<file path="src/rtl/ssirq_pkg.sv">
package ssirq_pkg;
    localparam int DW      = 32;
    localparam int NUM_SRC = 6;

    // status bit positions
    localparam int POS_TX_PEMPTY = 31;
    localparam int POS_TX_EMPTY  = 29;
    localparam int POS_RX_PFULL  = 28;
    localparam int POS_RX_FULL   = 27;
    localparam int POS_SS_FALL   = 26;
    localparam int POS_SS_RISE   = 25;
    localparam int POS_TX_DMA    = 24;
    localparam int POS_RX_DMA    = 23;

    localparam int SRC_POS [NUM_SRC] = '{POS_TX_PEMPTY, POS_TX_EMPTY, POS_RX_PFULL,
                                         POS_RX_FULL, POS_TX_DMA, POS_RX_DMA};

    localparam logic [DW-1:0] IRQ_MASK = 32'hBF80_0000;

    typedef enum logic [1:0] {
        A_STAT = 2'd0,
        A_EN   = 2'd1,
        A_GIE  = 2'd2,
        A_RSV  = 2'd3
    } reg_addr_t;

    typedef enum logic {
        SS_DESEL = 1'b0,
        SS_SEL   = 1'b1
    } ss_state_t;
endpackage

</file>
<file path="src/rtl/ss_edge_detect.sv">
module ss_edge_detect
    import ssirq_pkg::*;
#(
    parameter int SYNC_STAGES = 2
) (
    input  logic clk,
    input  logic rst_n,
    input  logic ss_n,
    output logic fall_evt,
    output logic rise_evt
);
    logic [SYNC_STAGES-1:0] sync_q;
    logic                   ss_sync;
    ss_state_t              state_q;
    ss_state_t              state_d;

    // synchronizer chain, idles deselected (high)
    always_ff @(posedge clk or negedge rst_n) begin
        if (!rst_n) begin
            sync_q <= '1;
        end else begin
            sync_q <= {sync_q[SYNC_STAGES-2:0], ss_n};
        end
    end

    assign ss_sync = sync_q[SYNC_STAGES-1];

    // state register
    always_ff @(posedge clk or negedge rst_n) begin
        if (!rst_n) begin
            state_q <= SS_DESEL;
        end else begin
            state_q <= state_d;
        end
    end

    // next state
    always_comb begin
        state_d = state_q;
        unique case (state_q)
            SS_DESEL: if (!ss_sync) state_d = SS_SEL;
            SS_SEL:   if (ss_sync)  state_d = SS_DESEL;
            default:  state_d = SS_DESEL;
        endcase
    end

    // outputs: one pulse per transition
    always_comb begin
        fall_evt = 1'b0;
        rise_evt = 1'b0;
        unique case (state_q)
            SS_DESEL: fall_evt = !ss_sync;
            SS_SEL:   rise_evt = ss_sync;
            default:  begin
                fall_evt = 1'b0;
                rise_evt = 1'b0;
            end
        endcase
    end
endmodule

</file>
<file path="src/rtl/irq_status_bank.sv">
module irq_status_bank #(
    parameter int              W    = 32,
    parameter logic [W-1:0]    MASK = '1
) (
    input  logic         clk,
    input  logic         rst_n,
    input  logic [W-1:0] set_vec,
    input  logic [W-1:0] clr_vec,
    output logic [W-1:0] stat_q
);
    for (genvar i = 0; i < W; i++) begin : g_bit
        if (MASK[i]) begin : g_live
            always_ff @(posedge clk or negedge rst_n) begin
                if (!rst_n) begin
                    stat_q[i] <= 1'b0;
                end else begin
                    // set has priority over clear
                    stat_q[i] <= set_vec[i] | (stat_q[i] & ~clr_vec[i]);
                end
            end
        end else begin : g_rsv
            assign stat_q[i] = 1'b0;
        end
    end
endmodule

</file>
<file path="src/rtl/ssirq_ctrl.sv">
module ssirq_ctrl
    import ssirq_pkg::*;
#(
    parameter int SYNC_STAGES = 2
) (
    input  logic               clk,
    input  logic               rst_n,
    input  logic               ss_n,
    input  logic [NUM_SRC-1:0] src_evt,
    input  logic               reg_wr,
    input  logic [1:0]         reg_addr,
    input  logic [DW-1:0]      reg_wdata,
    output logic [DW-1:0]      reg_rdata,
    output logic               irq
);
    logic          ss_fall;
    logic          ss_rise;
    logic [DW-1:0] set_vec;
    logic [DW-1:0] clr_vec;
    logic [DW-1:0] stat_q;
    logic [DW-1:0] en_q;
    logic          gie_q;
    reg_addr_t     addr;

    assign addr = reg_addr_t'(reg_addr);

    ss_edge_detect #(.SYNC_STAGES(SYNC_STAGES)) u_ss (
        .clk      (clk),
        .rst_n    (rst_n),
        .ss_n     (ss_n),
        .fall_evt (ss_fall),
        .rise_evt (ss_rise)
    );

    // route sources onto their status positions
    always_comb begin
        set_vec = '0;
        for (int s = 0; s < NUM_SRC; s++) begin
            set_vec[SRC_POS[s]] = src_evt[s];
        end
        set_vec[POS_SS_FALL] = ss_fall;
        set_vec[POS_SS_RISE] = ss_rise;
    end

    assign clr_vec = (reg_wr && addr == A_STAT) ? reg_wdata : '0;

    irq_status_bank #(.W(DW), .MASK(IRQ_MASK)) u_stat (
        .clk     (clk),
        .rst_n   (rst_n),
        .set_vec (set_vec),
        .clr_vec (clr_vec),
        .stat_q  (stat_q)
    );

    always_ff @(posedge clk or negedge rst_n) begin
        if (!rst_n) begin
            en_q  <= '0;
            gie_q <= 1'b0;
        end else if (reg_wr) begin
            if (addr == A_EN)  en_q  <= reg_wdata & IRQ_MASK;
            if (addr == A_GIE) gie_q <= reg_wdata[0];
        end
    end

    always_comb begin
        unique case (addr)
            A_STAT:  reg_rdata = stat_q;
            A_EN:    reg_rdata = en_q;
            A_GIE:   reg_rdata = {{(DW-1){1'b0}}, gie_q};
            default: reg_rdata = '0;
        endcase
    end

    assign irq = gie_q & (|(stat_q & en_q));
endmodule

</file>
<file path="config.mk">
export PLATFORM = sky130hd
export DESIGN_NAME = ssirq_ctrl
export DESIGN_NICKNAME = d
export VERILOG_FILES = /design/src/rtl/ssirq_pkg.sv /design/src/rtl/ss_edge_detect.sv /design/src/rtl/irq_status_bank.sv /design/src/rtl/ssirq_ctrl.sv
export SDC_FILE = /design/constraint.sdc
export NUM_CORES = 1
export LEC_CHECK = 0
export ABC_AREA = 1
export CORE_UTILIZATION = 38
export CTS_CLUSTER_SIZE = 24
export DETAILED_ROUTE_END_ITERATION = 6
export HOLD_SLACK_MARGIN = 0.15
export PLACE_DENSITY_LB_ADDON = 0.05
export SETUP_SLACK_MARGIN = 0.3
export SYNTH_ARGS = -nofsm -noshare
export SYNTH_HDL_FRONTEND = slang
export SYNTH_SLANG_ARGS = --single-unit
</file>
<file path="constraint.sdc">
create_clock -name clk -period 2.35 [get_ports clk]
set_input_delay 0.3525 -clock clk [delete_from_list [all_inputs] [get_ports clk]]
set_output_delay 0.3525 -clock clk [all_outputs]
set_load 0.02 [all_outputs]
</file>
==> results.sh <==
export IMPL_diodes=0
export IMPL_ys_seq_area_frac=0.444
export IMPL_required_ns=2.00
export IMPL_switching_share=0.314
export IMPL_max_cap_viol_count=0
export IMPL_yosys_area_share_xor_xnor=0
export IMPL_rsz0062_at_grt="false"
export IMPL_peakVddDrop_mv=0.438
export IMPL_die_area_sq_um=3210
export IMPL_timing_fmax_mhz=504
export IMPL_synth_compound_area_share=0.177
export IMPL_vias=847
export IMPL_p_switching_mw=0.262
export IMPL_synth_top_family_by_area="buffers and inverters"
export IMPL_die_w_um=56.6
export IMPL_min_from="u_ss.sync_q[0]"
export IMPL_die_h_um=56.6
export IMPL_fillers=296
export IMPL_cts_tree="built"
export IMPL_regArea_sq_um=503
export IMPL_drc=0
export IMPL_worstHoldPathType="flop to flop"
export IMPL_htree_levels=1
export IMPL_hold_violations=0
export IMPL_clkPwrFrac=0.238
export IMPL_cp_num_buf_inv=3
export IMPL_synthesis_area_sq_um=1130
export IMPL_area_growth_pct=26.9
export IMPL_grt_max_degree=21
export IMPL_r2r_start="u_ss.sync_q[1]"
export IMPL_fin_cells=196
export IMPL_synth_top_cell_by_area="dfrtp_1"
export IMPL_multi_input_area_sq_um=477
export IMPL_p_comb_frac=0.279
export IMPL_timing_rr_end="u_stat.stat_q[26]"
export IMPL_io_buffers=30
export IMPL_gr_usage_all_layers=0.138
export IMPL_hold_ws_ns=0.364
export IMPL_yosys_area_top_type_share=0.397
export IMPL_clkTransAtPathRegs_ns=0.11
export IMPL_period_share=0.845
export IMPL_synthTopCellsByArea="dfrtp_1 (40%), buf_4 (15%), nand2_1 (9.9%)"
export IMPL_drt_antenna_violating_nets=0
export IMPL_coreArea_sq_um=2780
export IMPL_wl_um=2050
export IMPL_critical_path_class="input port to output pin"
export IMPL_period_needed_ns=1.99
export IMPL_layout_nets=210
export IMPL_tns_ns=0
export IMPL_clock_skew_ns=0.000447
export IMPL_start_kind="input port"
export IMPL_r2r_slack_ns=1.55
export IMPL_cp_arrival_ns=1.63
export IMPL_path_cells="clkdlybuf4s50_1, nor2_2, buf_4, a22o_2, dlygate4sd2_1"
export IMPL_p_leak_nw=0.749
export IMPL_drv_slew=0
export IMPL_hold_depth=0
export IMPL_numCtsBuffers=3
export IMPL_firstDrtPassIters=5
export IMPL_insertion_delay_ns=0.30
export IMPL_wl_per_cell_um=10.5
export IMPL_pre_cts_ws_ns=0.0285
export IMPL_drtIter0Drc=27
export IMPL_synth_mux_area_frac=0
export IMPL_first_global_vias=783
export IMPL_internal_power_mw=0.571
export IMPL_drive_gt1_frac=0.200
export IMPL_worst_slack_ns=0.364
export IMPL_crit_family="buffers and inverters"
export IMPL_globalplace_congestion=0.754
export IMPL_power_density_nw_per_um2=579
export IMPL_start_util=0.408
export IMPL_synthCells=128
export IMPL_io_pins=77
export IMPL_rows=19
export IMPL_placedCellCount=190
export IMPL_ys_warn_count=0
export IMPL_slowest_delay_ns=0.50
export IMPL_grt_pass1_wl_um=3350
export IMPL_finalSetupViolations=0
export IMPL_power_total_mw=0.833
export IMPL_cts_sinks=20
export IMPL_worstHoldEndpoint="u_ss.sync_q[1]"
export IMPL_outcome="finished clean"
export IMPL_synth_seq_cells=20
export IMPL_dpl_hpwl_um=1480
export IMPL_end_kind="output pin"
export IMPL_clockBufferDepth=2
export IMPL_crit_slowest_cell="clkdlybuf4s50_1"
export IMPL_rr_worst_depth=2
export IMPL_cts_root_buf="clkbuf_4"
export IMPL_critPathMaxFanout=5
export IMPL_yosysUniqueCellTypes=18
export IMPL_avgSynthCellArea_sq_um=8.86
export IMPL_seq_power_share=0.483
export IMPL_via_per_inst=4.32
export IMPL_yosys_area_share_simple=0.158
export IMPL_synthAdderAreaFrac=0
export IMPL_grt_ovfl_total=0
export IMPL_antenna_found_initial=0
-- logic make-up (layout without fill, tap and decap cells) --
logic type / Yosys count / count (layout)
AND/OR/NAND/NOR: 40 / 41
AO/OA/AOI/OAI: 26 / 26
other: 1 / 23
buffers and inverters: 41 / 55
flip-flops: 20 / 20
-- flip-flops by register name (all words and copies together) (netlist names) --
signal         cells
u_ss.sync_q        2
u_ss.state_q       1
gie_q              1
en_q               8
u_stat.stat_q      8
-- per-stage QoR --
stage                util  cell area, sq um
CTS                 0.516              1440
global route        0.517              1440
floorplan               -              1220
detailed placement  0.501              1390
finish              0.517              1440
global placement    0.501              1390
-- worst max-delay path by stage --
stage	startpoint	endpoint	slack [ns]	cells after the start
floorplan	reg_addr[0]	reg_rdata[23]	1.11	2
global placement	reg_addr[0]	reg_rdata[28]	0.02	5
detailed placement	reg_addr[1]	reg_rdata[23]	0.03	4
CTS	u_stat.stat_q[27]	irq	0.32	5
global route	reg_addr[0]	reg_rdata[28]	0.30	5
finish	reg_addr[0]	reg_rdata[23]	0.36	5
-- metal layers --
layer	wire length (um)	up-vias	track usage	share of wire
met1	962	376	0.176	0.47
met2	970	37	0.230	0.47
met3	113	2	0.0323	0.055
met5	0	-	0	0
met4	6	0	0.0418	0.0029
li1	-	432	-	-
-- worst reg2reg max path: stages, from the launching register on --
cell	delay (ns)
dfstp_2	0.56
or2_2	0.10
nand2_1	0.04
-- Yosys cell counts (all sizes together) --
library cell and n:
or2 1, o21ai 16, inv 17, nand3 1, a21oi 2, nand2 32, conb 1, a22o 8
dfstp 2, dfrtp 18, buf 24, nor2 6
-- area by class of cell --
type | count | share of cell area
Clock buffer | 4 | 0.0252
Inverter | 17 | 0.0443
Tap cell | 31 | 0.0270
Sequential cell | 20 | 0.350
Timing Repair Buffer | 34 | 0.223
Multi-Input combinational cell | 90 | 0.331
-- power by group through the flow --
stage | logic, mW | clock network [mW] | registers (mW)
global placement | 0.242 | 0 | 0.407
floorplan | 0.178 | 0 | 0.403
global route | 0.257 | 0.225 | 0.406
detailed placement | 0.244 | 0 | 0.408
finish | 0.232 | 0.198 | 0.402
CTS | 0.237 | 0.206 | 0.402
-- cell usage in the layout (no fill, tap or decap) --
cell	instances
a21oi_1	2
a22o_2	8
buf_4	4
clkbuf_4	3
clkbuf_8	1
clkdlybuf4s50_1	19
conb_1	23
dfrtp_1	18
dfstp_2	2
dlygate4sd2_1	10
dlymetal6s2s_1	1
inv_1	16
inv_2	1
nand2_1	30
nand2_4	2
nand3_1	1
nor2_1	4
nor2_2	1
nor2_4	2
o21ai_0	8
o21ai_2	8
or2_2	1
-- repair_timing --
action / 4_1_cts / 5_1_grt
resized for setup: 11 / 1
hold buffers: 0 / 0
pin swaps: 1 / 0
endpoints found under the setup margin: 9 / 1
buffers inserted: 1 / 0
cloned: 1 / 0
(Power assumes the default switching activity.)
